==> config.mk <==
export PLATFORM = sky130hd
export DESIGN_NAME = wdog_apb
export DESIGN_NICKNAME = d
export VERILOG_FILES = /design/src/rtl/wdog_pkg.sv /design/src/rtl/wdog_regs.sv /design/src/rtl/wdog_count.sv /design/src/rtl/wdog_cause.sv /design/src/rtl/wdog_apb.sv
export SDC_FILE = /design/constraint.sdc
export NUM_CORES = 1
export LEC_CHECK = 0
export BUFFER_PORTS_ARGS = -buffer_cell sky130_fd_sc_hd__buf_4
export CAP_MARGIN = 40
export CORE_MARGIN = 2
export CORE_UTILIZATION = 45
export CTS_BUF_LIST = sky130_fd_sc_hd__clkbuf_4
export DETAILED_ROUTE_END_ITERATION = 8
export SYNTH_ARGS = -nofsm -noshare
export SYNTH_HDL_FRONTEND = slang
export SYNTH_SLANG_ARGS = --single-unit
==> constraint.sdc <==
create_clock -name clk_i -period 9.2 [get_ports clk_i]
set_input_delay 1.84 -clock clk_i [delete_from_list [all_inputs] [get_ports clk_i]]
set_output_delay 1.84 -clock clk_i [all_outputs]
set_load 0.01 [all_outputs]
==> src/rtl/wdog_pkg.sv <==
package wdog_pkg;
  localparam int DATA_W       = 32;
  localparam int BIT_TRIG     = 31;
  localparam int BIT_EN       = 30;
  localparam int BIT_P_DBG1   = 26;
  localparam int BIT_P_DBG0   = 25;
  localparam int BIT_P_JTAG   = 24;
  localparam int WORD_CTRL    = 0;
  localparam int WORD_LOAD    = 1;
  localparam int WORD_CAUSE   = 2;
  localparam int WORD_SCR0    = 3;

  typedef struct packed {
    logic en;
    logic p_dbg1;
    logic p_dbg0;
    logic p_jtag;
  } ctrl_t;

  localparam ctrl_t CTRL_RST = '{en: 1'b0, p_dbg1: 1'b1, p_dbg0: 1'b1, p_jtag: 1'b1};
endpackage

==> src/rtl/wdog_regs.sv <==
module wdog_regs
  import wdog_pkg::*;
#(
  parameter int ADDR_W    = 8,
  parameter int N_SCRATCH = 8,
  parameter int CNT_W     = 24
) (
  input  logic              clk_i,
  input  logic              rst_ni,
  input  logic              soft_rst_ni,
  input  logic              psel_i,
  input  logic              penable_i,
  input  logic              pwrite_i,
  input  logic [ADDR_W-1:0] paddr_i,
  input  logic [DATA_W-1:0] pwdata_i,
  output logic [DATA_W-1:0] prdata_o,
  input  logic [CNT_W-1:0]  count_i,
  input  logic [1:0]        cause_i,
  output ctrl_t             ctrl_o,
  output logic              load_we_o,
  output logic [CNT_W-1:0]  load_val_o,
  output logic              force_o
);
  localparam int IDX_W = ADDR_W - 2;

  logic              aligned;
  logic [IDX_W-1:0]  idx;
  logic              wr_en;
  ctrl_t             ctrl_q;
  logic [DATA_W-1:0] scr_q [N_SCRATCH];

  assign aligned = (paddr_i[1:0] == 2'b00);
  assign idx     = paddr_i[ADDR_W-1:2];
  assign wr_en   = psel_i && penable_i && pwrite_i && aligned;

  assign ctrl_o     = ctrl_q;
  assign load_we_o  = wr_en && (idx == IDX_W'(WORD_LOAD));
  assign load_val_o = pwdata_i[CNT_W-1:0];
  assign force_o    = wr_en && (idx == IDX_W'(WORD_CTRL)) && pwdata_i[BIT_TRIG];

  always_ff @(posedge clk_i or negedge rst_ni) begin
    if (!rst_ni) begin
      ctrl_q <= CTRL_RST;
    end else if (!soft_rst_ni) begin
      ctrl_q <= CTRL_RST;
    end else if (wr_en && (idx == IDX_W'(WORD_CTRL))) begin
      ctrl_q.en     <= pwdata_i[BIT_EN];
      ctrl_q.p_dbg1 <= pwdata_i[BIT_P_DBG1];
      ctrl_q.p_dbg0 <= pwdata_i[BIT_P_DBG0];
      ctrl_q.p_jtag <= pwdata_i[BIT_P_JTAG];
    end
  end

  // scratch survives soft reset
  for (genvar g = 0; g < N_SCRATCH; g++) begin : g_scr
    always_ff @(posedge clk_i or negedge rst_ni) begin
      if (!rst_ni) begin
        scr_q[g] <= '0;
      end else if (wr_en && (idx == IDX_W'(WORD_SCR0 + g))) begin
        scr_q[g] <= pwdata_i;
      end
    end
  end

  always_comb begin
    prdata_o = '0;
    if (aligned) begin
      if (idx == IDX_W'(WORD_CTRL)) begin
        prdata_o[BIT_EN]      = ctrl_q.en;
        prdata_o[BIT_P_DBG1]  = ctrl_q.p_dbg1;
        prdata_o[BIT_P_DBG0]  = ctrl_q.p_dbg0;
        prdata_o[BIT_P_JTAG]  = ctrl_q.p_jtag;
        prdata_o[CNT_W-1:0]   = count_i;
      end else if (idx == IDX_W'(WORD_CAUSE)) begin
        prdata_o[1:0] = cause_i;
      end
      for (int k = 0; k < N_SCRATCH; k++) begin
        if (idx == IDX_W'(WORD_SCR0 + k)) prdata_o = scr_q[k];
      end
    end
  end

  // scratch untouched by soft reset
  p_scratch_keep_r9: assert property (@(posedge clk_i) disable iff (!rst_ni)
    (!soft_rst_ni && !wr_en) |=> $stable(scr_q[0]));
  p_scratch_keep_last_r9: assert property (@(posedge clk_i) disable iff (!rst_ni)
    (!soft_rst_ni && !wr_en) |=> $stable(scr_q[N_SCRATCH-1]));
  // soft reset restores control defaults
  p_soft_ctrl_r10: assert property (@(posedge clk_i) disable iff (!rst_ni)
    !soft_rst_ni |=> (ctrl_q == CTRL_RST));
endmodule

==> src/rtl/wdog_count.sv <==
module wdog_count
  import wdog_pkg::*;
#(
  parameter int CNT_W = 24
) (
  input  logic             clk_i,
  input  logic             rst_ni,
  input  logic             soft_rst_ni,
  input  logic             tick_i,
  input  ctrl_t            ctrl_i,
  input  logic             dbg_halt0_i,
  input  logic             dbg_halt1_i,
  input  logic             jtag_active_i,
  input  logic             load_we_i,
  input  logic [CNT_W-1:0] load_val_i,
  input  logic             force_i,
  output logic [CNT_W-1:0] count_o,
  output logic             expire_o,
  output logic             req_o
);
  logic [CNT_W-1:0] cnt_q;
  logic             req_q;
  logic             blocked;
  logic             step;

  assign blocked = (ctrl_i.p_dbg1 && dbg_halt1_i) ||
                   (ctrl_i.p_dbg0 && dbg_halt0_i) ||
                   (ctrl_i.p_jtag && jtag_active_i);
  assign step     = tick_i && ctrl_i.en && !blocked && (cnt_q != '0);
  assign expire_o = step && (cnt_q == CNT_W'(1));
  assign count_o  = cnt_q;
  assign req_o    = req_q;

  always_ff @(posedge clk_i or negedge rst_ni) begin
    if (!rst_ni) begin
      cnt_q <= '0;
      req_q <= 1'b0;
    end else if (!soft_rst_ni) begin
      cnt_q <= '0;
      req_q <= 1'b0;
    end else begin
      req_q <= expire_o || force_i;
      if (force_i)        cnt_q <= '0;
      else if (load_we_i) cnt_q <= load_val_i;
      else if (step)      cnt_q <= cnt_q - CNT_W'(1);
    end
  end

  // disabled counter holds
  p_hold_disabled_r3: assert property (@(posedge clk_i) disable iff (!rst_ni)
    (soft_rst_ni && !ctrl_i.en && !load_we_i && !force_i) |=> $stable(cnt_q));
  // gated pause holds
  p_hold_paused_r4: assert property (@(posedge clk_i) disable iff (!rst_ni)
    (soft_rst_ni && blocked && !load_we_i && !force_i) |=> $stable(cnt_q));
  // no wrap below zero
  p_no_wrap_r5: assert property (@(posedge clk_i) disable iff (!rst_ni)
    (cnt_q == '0 && !load_we_i) |=> (cnt_q == '0));
  // request is a single-cycle pulse
  p_req_pulse_r5: assert property (@(posedge clk_i) disable iff (!rst_ni)
    req_q |=> !req_q);
  // trigger clears the count
  p_force_clear_r6: assert property (@(posedge clk_i) disable iff (!rst_ni)
    (soft_rst_ni && force_i) |=> (cnt_q == '0 && req_q));
endmodule

==> src/rtl/wdog_cause.sv <==
module wdog_cause (
  input  logic       clk_i,
  input  logic       rst_ni,
  input  logic       soft_rst_ni,
  input  logic       warm_i,
  input  logic       expire_i,
  input  logic       force_i,
  output logic [1:0] cause_o
);
  logic [1:0] cause_q;
  logic       capture;

  assign capture = soft_rst_ni && (expire_i || force_i);
  assign cause_o = cause_q;

  // hard reset only; capture outranks warm clear
  always_ff @(posedge clk_i or negedge rst_ni) begin
    if (!rst_ni)      cause_q <= 2'b00;
    else if (capture) cause_q <= {force_i, expire_i};
    else if (warm_i)  cause_q <= 2'b00;
  end

  p_cause_expire_r7: assert property (@(posedge clk_i) disable iff (!rst_ni)
    (soft_rst_ni && expire_i) |=> cause_q[0]);
  p_cause_force_r7: assert property (@(posedge clk_i) disable iff (!rst_ni)
    (soft_rst_ni && force_i) |=> cause_q[1]);
  p_warm_clear_r8: assert property (@(posedge clk_i) disable iff (!rst_ni)
    (warm_i && !capture) |=> (cause_q == 2'b00));
  p_soft_keep_r10: assert property (@(posedge clk_i) disable iff (!rst_ni)
    (!soft_rst_ni && !warm_i) |=> $stable(cause_q));
endmodule

==> src/rtl/wdog_apb.sv <==
module wdog_apb
  import wdog_pkg::*;
#(
  parameter int ADDR_W    = 8,
  parameter int N_SCRATCH = 8,
  parameter int CNT_W     = 24
) (
  input  logic              clk_i,
  input  logic              rst_ni,
  input  logic              soft_rst_ni,
  input  logic              dbg_warm_rst_i,
  input  logic              psel_i,
  input  logic              penable_i,
  input  logic              pwrite_i,
  input  logic [ADDR_W-1:0] paddr_i,
  input  logic [31:0]       pwdata_i,
  output logic [31:0]       prdata_o,
  output logic              pready_o,
  output logic              pslverr_o,
  input  logic              tick_us_i,
  input  logic              dbg_halt0_i,
  input  logic              dbg_halt1_i,
  input  logic              jtag_active_i,
  output logic              wdog_reset_req_o
);
  ctrl_t            ctrl;
  logic             load_we;
  logic [CNT_W-1:0] load_val;
  logic             force_req;
  logic [CNT_W-1:0] count;
  logic             expire;
  logic [1:0]       cause;

  assign pready_o  = 1'b1;
  assign pslverr_o = 1'b0;

  wdog_regs #(.ADDR_W(ADDR_W), .N_SCRATCH(N_SCRATCH), .CNT_W(CNT_W)) u_regs (
    .clk_i, .rst_ni, .soft_rst_ni,
    .psel_i, .penable_i, .pwrite_i, .paddr_i, .pwdata_i, .prdata_o,
    .count_i(count), .cause_i(cause), .ctrl_o(ctrl),
    .load_we_o(load_we), .load_val_o(load_val), .force_o(force_req)
  );

  wdog_count #(.CNT_W(CNT_W)) u_count (
    .clk_i, .rst_ni, .soft_rst_ni,
    .tick_i(tick_us_i), .ctrl_i(ctrl),
    .dbg_halt0_i, .dbg_halt1_i, .jtag_active_i,
    .load_we_i(load_we), .load_val_i(load_val), .force_i(force_req),
    .count_o(count), .expire_o(expire), .req_o(wdog_reset_req_o)
  );

  wdog_cause u_cause (
    .clk_i, .rst_ni, .soft_rst_ni,
    .warm_i(dbg_warm_rst_i), .expire_i(expire), .force_i(force_req),
    .cause_o(cause)
  );

  // bus never stalls or errors
  p_bus_ok_r11: assert property (@(posedge clk_i) disable iff (!rst_ni)
    pready_o && !pslverr_o);
endmodule

# Word level (Yosys, flattened, before mapping)
# Cells that the tools add are included.
# totals
register_bits	287
latch_bits	0
ram_bits	0
romBits	0
in_bits	51
wordCells	81
n_memories	0
# op_classes
addsub	1
n_mul	0
n_div	0
order_cmp	0
eq_ne	13
shift	0
mux	22
bitwise_logic	0
n_reduce_logical	30
# ops
cell	count
32-bit two-way mux	9
24-bit two-way mux	4
25-bit two-way mux	1
24-bit by 1-bit equality test with 1-bit output (second input constant)	1
6-bit by 3-bit equality test with 1-bit output (second input constant)	4
24-bit nonzero test	1
24-bit by 1-bit subtractor with 24-bit output (second input constant)	1
1-bit logical AND	22
6-bit by 4-bit equality test with 1-bit output (second input constant)	3
6-bit by 2-bit equality test with 1-bit output (second input constant)	2
2-bit two-way mux	4
4-bit two-way mux	2
6-bit by 1-bit equality test with 1-bit output (second input constant)	1
6-bit zero test	1
4-bit by 1-bit inequality test with 1-bit output (second input constant)	1
1-bit logical OR	3
2-bit zero test	1
1-bit two-way mux	2
2-bit by 1-bit inequality test with 1-bit output (second input constant)	1
2-bit nonzero test	1
1-bit zero test	1

# Depth between registers and ports, before layout
# Gate-level depths: netlist of run 1.
# logic_depth
word_depth	12
ltp_mapped	9
depth_no_buf	8

# By module
# A second synthesis of run 1 with hierarchy kept.
# unflattened
cells_unflattened	1179
area_unflattened_um2	14131.1
# by_module_without_submodules
module	n_inst	cells_each	area_each_um2	seq_area_each_um2
wdog_regs	1	977	12363.1	6510.0
wdog_count	1	191	1664.1	625.6
wdog_cause	1	7	81.3	50.0
wdog_apb	1	4	22.5	0.0

# Least setup slack after synthesis of run 1
# Ideal clock, no wire load.
# synth_path
path_kind	input to output
start	in paddr_i[4]
end	out prdata_o[11]
arrival_time_ns	3.824
t_required_ns	7.360
path_slack_ns	3.536
path_stages	9
n_path_buf	3
cell_sequence	clkbuf_1 -> nor4b_1 -> and3_1 -> buf_2 -> buf_1 -> a221oi_1 -> nand3_1 -> o21ai_0 -> a31oi_1
# synth_between
elab_chain_cells	11
elab_cells_between_ends	19
cone_classes	8 x eq/ne; 10 x mux; 1 x reduce/logical
# synth_lines
item	line	source
start: declaration	wdog_apb.sv:15	input logic [ADDR_W-1:0] paddr_i,
6-bit zero test	wdog_regs.sv:68	if (idx == IDX_W'(WORD_CTRL)) begin
25-bit two-way mux	wdog_regs.sv:68	
32-bit two-way mux (7 in series)	wdog_regs.sv:78	if (idx == IDX_W'(WORD_SCR0 + k)) prdata_o = scr_q[k];
32-bit two-way mux (*)	wdog_regs.sv:78	
32-bit two-way mux (*)	wdog_regs.sv:67	if (aligned) begin
end: declaration	wdog_apb.sv:17	output logic [31:0] prdata_o,
# Mark *: on every way between the ends. The rest lies on a longest branch, timed or not.

# Worst setup path in the final report of run 1
# layout_path
start	in paddr_i[4]
end	out prdata_o[22]
# The elaborated chain is that of the path after synthesis.

==> results_tabular.tex, run 1 <==
\begin{tabular}{lr}
\hline
Metric & Value \\
\hline
\multicolumn{2}{l}{\textbf{Outcome}} \\
Result of the run & finished, final reports clean \\
\multicolumn{2}{l}{\textbf{Logic synthesis}} \\
Synth Flop Type & sky130\_fd\_sc\_hd\_\_dfrtp\_1 \\
Area of the mapped netlist & 0.0137 mm2 \\
EDFF count, synth & 0 \\
Most common cell in the synthesized netlist & sky130\_fd\_sc\_hd\_\_dfrtp\_1 \\
Cells taking the most area after synthesis & sky130\_fd\_sc\_hd\_\_dfrtp\_1 (52\%), sky130\_fd\_sc\_hd\_\_mux2\_2 (18\%), sky130\_fd\_sc\_hd\_\_mux2\_1 (3.2\%) \\
Share of the synthesized area in the top cell type & 0.520 \\
Distinct cells, synth & 63 \\
Synthesized Nets & 1,201 \\
Synthesized flop and latch total & 287 \\
Post-Synthesis Cells & 1,148 \\
Commonest cells in the synthesized netlist & sky130\_fd\_sc\_hd\_\_dfrtp\_1 (284), sky130\_fd\_sc\_hd\_\_mux2\_2 (217), sky130\_fd\_sc\_hd\_\_o21ai\_0 (61) \\
Avg Cell Area, Syn & 11.9 um2 \\
Sequential cell area fraction in the yosys report & 0.526 \\
Ys Warns & 0 \\
Fraction of synthesis flops using an asynchronous set or reset pin & 1.00 \\
Biggest area consumer among synthesized cells & sky130\_fd\_sc\_hd\_\_dfrtp\_1 \\
\multicolumn{2}{l}{\textbf{Pwr}} \\
Standby leakage power & between 7 and 8 nW \\
Power share of the clock group & 0.459 \\
Comb power frac & 0.048 \\
Switching Fraction & 0.237 \\
Overall Power & 2.61 mW \\
Int Pwr & 1.99 mW \\
Peak ir drop on the vdd network & 0.0997 mV \\
Sequential Power Share & 0.494 \\
Power density over cell area & $\sim$160 mW/mm2 \\
Net switching power & around 0.62 mW \\
\multicolumn{2}{l}{\textbf{Timing}} \\
Final worst slack & slightly below 3000 ps \\
Maximum clock frequency & 160 MHz \\
Setup violators final & 0 \\
Slew Viols, Final & 0 \\
Count of endpoints failing hold in the final timing report & 0 \\
Normalized max-slew margin & 0.338 \\
Worst-margin pin slew & 993 ps \\
Final Cycle Share & 0.677 \\
Final TNS setup & 0 ps \\
Final period demand of the worst path & 6230 ps \\
Setup Skew & $\sim$31 ps \\
Unrepaired setup endpoints after global routing & false \\
\multicolumn{2}{l}{\textbf{Clock network}} \\
H-tree depth & 3 \\
Root Buffer Master & sky130\_fd\_sc\_hd\_\_clkbuf\_4 \\
Number of hold-repair buffers added at the cts stage & 0 \\
Post-CTS setup repair buffer count & 0 \\
Clock Sinks & 287 \\
Gates resized, CTS repair & 0 \\
Clock tree from TritonCTS & built \\
CTS buffer count & 81 \\
Number of buffers on the longest clock path & 3 \\
Clock input transition at the sequential cells of the worst setup and hold paths & around 50 ps \\
Worst-skew pair later-pin latency & 690 ps \\
\multicolumn{2}{l}{\textbf{Global routing}} \\
Global-route wire length before repair & 60.2 mm \\
Largest net degree at the start of global routing & 170 \\
Overall overflow remaining after global route & 0 \\
Number of antenna violations at the first check in global routing & 1 \\
Via count of the first global-routing pass & 10,600 \\
Total global routing track utilization & 0.248 \\
\multicolumn{2}{l}{\textbf{Floorplanning}} \\
Chip Height & 178 um \\
Effective utilization at floorplan & 0.459 \\
Core ar. & 0.0298 mm2 \\
DIE AREA & 0.0318 mm2 \\
Rows & 63 \\
Die outline width & around 180 um \\
Number of I/O pins & 86 \\
\multicolumn{2}{l}{\textbf{Placed design}} \\
Estimated wirelength of the detail-placed design & roughly 24 mm \\
Placement-stage worst setup slack & a little under 3000 ps \\
Number of buffer cells added on primary ports & just over 80 \\
Final weighted congestion of routability-driven global placement & 0.833 \\
\multicolumn{2}{l}{\textbf{Route}} \\
WL per Instance & roughly 23 um \\
Post-route ant nets & 0 \\
Drt total wl & 38.2 mm \\
Number of remaining DRC errors & 0 \\
Iteration-0 DRC count of the detailed router & 745 \\
Iteration count of the initial detailed-routing pass & 7 \\
Vias per cell & 6.15 \\
Total vias in the final route & 10,400 \\
\multicolumn{2}{l}{\textbf{Cells and area}} \\
Growth of design area from synthesis to finish & 16.2\% \\
Footprint of the multi-input gates & 0.00612 mm2 \\
NumNets Final & $\sim$1,300 \\
Register area & 0.00719 mm2 \\
Share of cells above drive strength 1 & 0.380 \\
Fill cells & 2,658 \\
\multicolumn{2}{l}{\textbf{Worst hold path}} \\
Depth of the worst hold-timing path & 1 \\
Path category of the worst min-delay check & flip-flop to flip-flop \\
\multicolumn{2}{l}{\textbf{Critical path}} \\
Arrival time of data at the critical path endpoint & 4390 ps \\
Startpoint type of the worst setup path & input pin \\
Crit path required time & 7360 ps \\
Worst-path maximum fanout & 16 \\
Critical path endpoint category & primary output \\
Crit path cell chain & buf\_4 -> nor4\_1 -> and3\_1 -> buf\_4 -> a22o\_1 -> a211oi\_1 -> o21ai\_0 -> o221a\_2 -> buf\_4 \\
Number of cells on the worst reg-to-reg path & 6 \\
CP Class & input pin to primary output \\
Critical Path Most Common Cell & sky130\_fd\_sc\_hd\_\_buf\_4 \\
Max incr delay on CP & 740 ps \\
Crit path max-delay cell type & sky130\_fd\_sc\_hd\_\_and3\_1 \\
\multicolumn{2}{l}{\textbf{Flow run}} \\
Reported max-cap violation count & 0 \\
\hline
\end{tabular}
## area by class of cell
class	instances	share of cell area
sequential	287	0.453
multi-input combinational	756	0.385
timing repair buffer	107	0.0625
clock buffer	126	0.0596
tap	390	0.0307
clock inverter	12	0.00615
inverter	13	0.00307
antenna	1	0.000158
## through the flow
stage / utilization / hold WS, ps / cells / instance area [um2]
after floorplan: - / 459 / 1148 / 13700
after global placement: 0.489 / 468 / 1541 / 14600
after detailed placement: 0.498 / 476 / 1553 / 14800
after CTS: 0.533 / 488 / 1691 / 15900
after global routing: 0.533 / 502 / 1692 / 15900
final: 0.533 / 486 / 1692 / 15900
## registers in the layout, indices dropped and copies added (netlist names)
signal,flops
u_count.req_o,1
u_regs.scr_q,256
u_cause.cause_o,2
u_regs.ctrl_o,4
u_count.count_o,24
## cell usage in the layout (no fill, tap or decap), types with 10 or more instances in the layout
cell and n:
sky130_fd_sc_hd__o21ai_0 61, sky130_fd_sc_hd__a211oi_1 17, sky130_fd_sc_hd__nor4_1 11, sky130_fd_sc_hd__nor2_1 30
sky130_fd_sc_hd__a22oi_1 22, sky130_fd_sc_hd__nor3_1 30, sky130_fd_sc_hd__mux2_1 39, sky130_fd_sc_hd__mux2_2 217
sky130_fd_sc_hd__nand3_1 22, sky130_fd_sc_hd__clkbuf_4 126, sky130_fd_sc_hd__a21oi_1 33, sky130_fd_sc_hd__inv_1 13
sky130_fd_sc_hd__buf_4 93, sky130_fd_sc_hd__o21ai_1 20, sky130_fd_sc_hd__dfrtp_1 284, sky130_fd_sc_hd__o211ai_1 13
sky130_fd_sc_hd__o221a_2 15, sky130_fd_sc_hd__clkinv_1 10, sky130_fd_sc_hd__a222oi_1 17, sky130_fd_sc_hd__nand2_1 48
sky130_fd_sc_hd__a221oi_1 28, sky130_fd_sc_hd__o221ai_1 15, sky130_fd_sc_hd__a22o_1 17
## power by group through the flow
stage | registers (mW) | logic, mW | clock network (mW)
floorplan | 1.31 | 0.0460 | 0
finish | 1.29 | 0.125 | 1.20
detailed placement | 1.31 | 0.127 | 0
global placement | 1.31 | 0.125 | 0
CTS | 1.29 | 0.128 | 1.23
global route | 1.29 | 0.139 | 1.30
## routing by layer
layer  vias up  global-route usage  wire (um)
met1      5315               0.337      17200
met3        52              0.0450       2180
met4         0              0.0769        587
met2       374               0.404      18200
li1       4658                   -          -
met5         -                   0          0
## worst paths after layout
check / slack (ps) / startpoint / endpoint
hold / removal: 490 / u_regs.scr_q[11]$_DFFE_PN0P_ / u_regs.scr_q[11]$_DFFE_PN0P_
hold reg to reg: 490 / u_regs.scr_q[11]$_DFFE_PN0P_ / u_regs.scr_q[11]$_DFFE_PN0P_
setup reg to reg: 6020 / u_count.count_o[9]$_DFFE_PN0P_ / u_count.count_o[11]$_DFFE_PN0P_
setup / recovery: 2970 / paddr_i[4] / prdata_o[22]
max in group asynchronous: 6520 / rst_ni / u_regs.scr_q[25]$_DFFE_PN0P_
min in group asynchronous: 1210 / rst_ni / u_regs.scr_q[67]$_DFFE_PN0P_
## worst max-delay path: cells and delay by family
family                 cells  cell delay [ps]
AOI/OAI and AO/OA          4              690
buffers and inverters      3              680
and+or+nand+nor            2             1170
## kinds of logic (layout without fill, tap and decap cells)
kind of cell / after synthesis / after routing / synth area share
AO/OA/AOI/OAI: 295 / 295 / 0.156
flip-flops: 287 / 287 / 0.526
multiplexers: 258 / 258 / 0.212
AND/OR/NAND/NOR: 198 / 198 / 0.0730
buffers and inverters: 105 / 258 / 0.0298
adder cells (fa/ha/maj): 2 / 2 / 0.00183
other: 2 / 3 / 0.000549
XOR/XNOR: 1 / 1 / 0.000641
Note: power is estimated with default switching activity, not from simulation.
==> run 2: changes to the inputs <==
- ABC_AREA: unset -> 1
- clock period: 9.2 -> 6.1 ns (I/O delays scaled with it)
==> results_tabular.tex, run 2 <==
\begin{tabular}{lr}
\hline
Metric & Value \\
\hline
\multicolumn{2}{l}{\textbf{Outcome}} \\
Result of the run & finished, final reports clean \\
\multicolumn{2}{l}{\textbf{Placed design}} \\
Placement-stage worst setup slack & 1360 ps (-1620 ps) \\
Estimated wirelength of the detail-placed design & 26.1 mm (+9.7\%) \\
Final weighted congestion of routability-driven global placement & 0.899 (+7.9\%) \\
Number of buffer cells added on primary ports & 83 (unchanged) \\
Instance area at placement & 0.0147 mm2 (-0.72\%) \\
Number of instances in the placed design & 2,189 (+41\%) \\
\multicolumn{2}{l}{\textbf{Logic synthesis}} \\
Area of the mapped netlist & 0.0138 mm2 (+1.2\%) \\
Synth Flop Type & sky130\_fd\_sc\_hd\_\_dfrtp\_1 \\
Cells taking the most area after synthesis & sky130\_fd\_sc\_hd\_\_dfrtp\_1 (51\%), sky130\_fd\_sc\_hd\_\_nand2\_1 (16\%), sky130\_fd\_sc\_hd\_\_o21ai\_0 (9.8\%) \\
EDFF count, synth & 0 (unchanged) \\
Fraction of synthesis flops using an asynchronous set or reset pin & 1.00 (unchanged) \\
Share of the synthesized area in the top cell type & 0.514 (-0.00630) \\
Synthesized Nets & 1,835 (+53\%) \\
Commonest cells in the synthesized netlist & sky130\_fd\_sc\_hd\_\_nand2\_1 (602), sky130\_fd\_sc\_hd\_\_dfrtp\_1 (284), sky130\_fd\_sc\_hd\_\_o21ai\_0 (272) \\
Sequential cell area fraction in the yosys report & 0.519 (-0.00637) \\
Biggest area consumer among synthesized cells & sky130\_fd\_sc\_hd\_\_dfrtp\_1 \\
Avg Cell Area, Syn & 7.76 um2 (-35\%) \\
Ys Warns & 0 (unchanged) \\
Post-Synthesis Cells & 1,782 (+55\%) \\
Most common cell in the synthesized netlist & sky130\_fd\_sc\_hd\_\_nand2\_1 \\
Synthesized flop and latch total & 287 (unchanged) \\
Distinct cells, synth & 36 (-43\%) \\
\multicolumn{2}{l}{\textbf{Cells and area}} \\
NumNets Final & 1,928 (+48\%) \\
Post-route cell area & 0.0157 mm2 (-0.91\%) \\
Footprint of the multi-input gates & 0.00575 mm2 (-6.0\%) \\
Final instance count without filler cells & 2,325 (+37\%) \\
Register area & 0.00719 mm2 (unchanged) \\
Flip-flop count of the largest register after layout & 256 (unchanged) \\
Top reg by flops & u\_regs.scr\_q \\
Commonest cells after routing, fill and taps aside & sky130\_fd\_sc\_hd\_\_nand2\_1 (602), sky130\_fd\_sc\_hd\_\_dfrtp\_1 (284), sky130\_fd\_sc\_hd\_\_o21ai\_0 (272) \\
Most common cell after layout, fill and taps aside & sky130\_fd\_sc\_hd\_\_nand2\_1 \\
Core occupancy in the finished layout & 0.517 (-0.0158) \\
Fill cells & 3,109 (+17\%) \\
Share of cells above drive strength 1 & 0.144 (-0.236) \\
Growth of design area from synthesis to finish & 13.7\% \\
\multicolumn{2}{l}{\textbf{Timing}} \\
Unrepaired setup endpoints after global routing & false \\
Final Cycle Share & 0.775 \\
Final TNS setup & 0 ps (unchanged) \\
Maximum clock frequency & between 200 and 250 MHz \\
Final period demand of the worst path & 4730 ps \\
Worst-margin pin slew & 1030 ps (+35.5 ps) \\
Normalized max-slew margin & 0.314 (-0.0237) \\
Min Hold Slack & 478 ps (-8.32 ps) \\
Final worst slack & 1370 ps (-1600 ps) \\
Setup violators final & 0 (unchanged) \\
Slew Viols, Final & 0 (unchanged) \\
Count of endpoints failing hold in the final timing report & 0 (unchanged) \\
Setup Skew & 36.2 ps (+5.41 ps) \\
\multicolumn{2}{l}{\textbf{Pwr}} \\
Switching Fraction & 0.255 (+0.0182) \\
Int Pwr & 2.97 mW (+49\%) \\
Power density over cell area & 254 mW/mm2 (+54\%) \\
Standby leakage power & 7.67 nW (-0.26\%) \\
Overall Power & 4.00 mW (+53\%) \\
Net switching power & 1.02 mW (+65\%) \\
Comb power frac & 0.067 (+0.019) \\
Power share of the clock group & 0.446 (-0.013) \\
Peak ir drop on the vdd network & 0.142 mV (+42\%) \\
Sequential Power Share & 0.488 (-0.006) \\
\multicolumn{2}{l}{\textbf{Clock network}} \\
Gates resized, CTS repair & 0 (unchanged) \\
Number of buffers on the longest clock path & 3 (unchanged) \\
Number of hold-repair buffers added at the cts stage & 0 (unchanged) \\
H-tree depth & 3 (unchanged) \\
Worst-skew pair later-pin latency & 710 ps (+20 ps) \\
Clock input transition at the sequential cells of the worst setup and hold paths & 50 ps (about the same) \\
CTS buffer count & 80 (-1.2\%) \\
Post-CTS setup repair buffer count & 0 (unchanged) \\
Clock Sinks & 287 (unchanged) \\
Clock tree from TritonCTS & built \\
Root Buffer Master & sky130\_fd\_sc\_hd\_\_clkbuf\_4 \\
\multicolumn{2}{l}{\textbf{Global routing}} \\
Number of antenna violations at the first check in global routing & 1 (unchanged) \\
Total global routing track utilization & 0.260 (+0.0121) \\
Largest net degree at the start of global routing & 128 (-25\%) \\
Via count of the first global-routing pass & 11,900 (+13\%) \\
Global-route wire length before repair & 64.5 mm (+7.2\%) \\
Overall overflow remaining after global route & 0 (unchanged) \\
\multicolumn{2}{l}{\textbf{Critical path}} \\
Startpoint type of the worst setup path & input pin \\
Arrival time of data at the critical path endpoint & 3510 ps (-880 ps) \\
Reg2reg end & u\_count.count\_o[9]\$\_DFFE\_PN0P\_ \\
Crit path required time & 4880 ps (-2480 ps) \\
Critical path endpoint category & primary output \\
Worst-path maximum fanout & 24 (+8) \\
CP Class & input pin to primary output \\
Number of cells on the worst reg-to-reg path & 10 (+4) \\
Worst R2R Start & u\_count.count\_o[0]\$\_DFFE\_PN0P\_ \\
Slack of the worst reg-to-reg path & 3570 ps (-2450 ps) \\
\multicolumn{2}{l}{\textbf{Floorplanning}} \\
Chip Height & 179 um (+0.60\%) \\
Effective utilization at floorplan & 0.455 (-0.00403) \\
Rows & 64 (+1.6\%) \\
DIE AREA & 0.0322 mm2 (+1.2\%) \\
Core ar. & 0.0304 mm2 (+2.1\%) \\
Die outline width & 179 um (+0.60\%) \\
Number of I/O pins & 86 (unchanged) \\
\multicolumn{2}{l}{\textbf{Worst hold path}} \\
Worst Min Path Start & u\_regs.scr\_q[106]\$\_DFFE\_PN0P\_ \\
Depth of the worst hold-timing path & 2 (+1) \\
Path category of the worst min-delay check & flip-flop to flip-flop \\
Worst Hold End & u\_regs.scr\_q[106]\$\_DFFE\_PN0P\_ \\
\multicolumn{2}{l}{\textbf{Route}} \\
WL per Instance & 17.1 um (-24\%) \\
Iteration-0 DRC count of the detailed router & 809 (+8.6\%) \\
Total vias in the final route & 12,100 (+16\%) \\
Drt total wl & 39.8 mm (+4.4\%) \\
Post-route ant nets & 0 (unchanged) \\
Number of remaining DRC errors & 0 (unchanged) \\
Vias per cell & 5.19 (-16\%) \\
Iteration count of the initial detailed-routing pass & 5 (-2) \\
\multicolumn{2}{l}{\textbf{Flow run}} \\
Reported max-cap violation count & 0 (unchanged) \\
\hline
\end{tabular}
==> run 2: cell types whose count changed after synthesis, moves of 22 or more <==
cell,before,now
sky130_fd_sc_hd__mux2_2,217,0
sky130_fd_sc_hd__nand2_1,54,602
sky130_fd_sc_hd__mux2_1,39,0
sky130_fd_sc_hd__nor3_1,30,2
sky130_fd_sc_hd__nor2_1,34,155
sky130_fd_sc_hd__a221oi_1,28,0
sky130_fd_sc_hd__buf_1,30,4
sky130_fd_sc_hd__nand4_1,2,38
sky130_fd_sc_hd__inv_1,13,121
sky130_fd_sc_hd__o21ai_0,61,272
sky130_fd_sc_hd__nand3_1,23,45
sky130_fd_sc_hd__a22oi_1,22,0
sky130_fd_sc_hd__o21ai_1,20,54
==> run 2: cell families after synthesis <==
| family | synth area share |
|---|---|
| adders and majority gates | 0.00181 |
| buffers and inverters | 0.0648 |
| xor gates and xnor gates | 0.00823 |
| and+or+nand+nor | 0.272 |
| AOI/OAI and AO/OA | 0.133 |
| other | 0.000543 |
| DFF | 0.519 |
==> run 2: critical path, stage by stage <==
cell and delay [ps]:
sky130_fd_sc_hd__buf_4 120, sky130_fd_sc_hd__nor2_4 350, sky130_fd_sc_hd__nand3_2 500, sky130_fd_sc_hd__inv_2 640, sky130_fd_sc_hd__nand2_1 120, sky130_fd_sc_hd__nand4_1 120
sky130_fd_sc_hd__nor2_1 50, sky130_fd_sc_hd__nor2_1 190, sky130_fd_sc_hd__buf_4 170
==> run 2: per-layer routing <==
metal,track usage,routed length (um),vias to the layer above
li1,-,-,5937
met1,0.329,17200,5733
met2,0.444,19500,293
met3,0.0397,1600,97
met4,0.110,1520,0
met5,0,0,-
==> run 2: layout make-up <==
| type | count | share of cell area |
|---|---|---|
| flip-flops and latches | 287 | 0.457 |
| multi-input cells | 1278 | 0.366 |
| clock buffers | 118 | 0.0563 |
| repair buffers | 98 | 0.0511 |
| well taps | 396 | 0.0315 |
| inverters | 130 | 0.0310 |
| clock inverters | 17 | 0.00763 |
| diodes | 1 | 0.000159 |
==> run 2: worst max path at each step <==
| stage | from | end | slack [ps] | cells past startpoint |
|---|---|---|---|---|
| floorplan | paddr_i[7] | prdata_o[4] | 2520 | 11 |
| global placement | paddr_i[7] | prdata_o[19] | 1430 | 9 |
| detailed placement | paddr_i[7] | prdata_o[19] | 1360 | 9 |
| CTS | paddr_i[7] | prdata_o[19] | 1360 | 9 |
| global route | paddr_i[7] | prdata_o[24] | 1190 | 9 |
| finish | paddr_i[7] | prdata_o[19] | 1370 | 9 |
==> run 2: power groups by stage <==
| stage | sequential [mW] | combinational, mW | clock [mW] |
|---|---|---|---|
| 2_1_floorplan | 1.98 | 0.145 | 0 |
| 3_3_place_gp | 1.98 | 0.267 | 0 |
| 3_5_place_dp | 1.98 | 0.269 | 0 |
| 4_1_cts | 1.95 | 0.271 | 1.82 |
| 5_1_grt | 1.95 | 0.304 | 1.92 |
| 6_report | 1.95 | 0.267 | 1.78 |
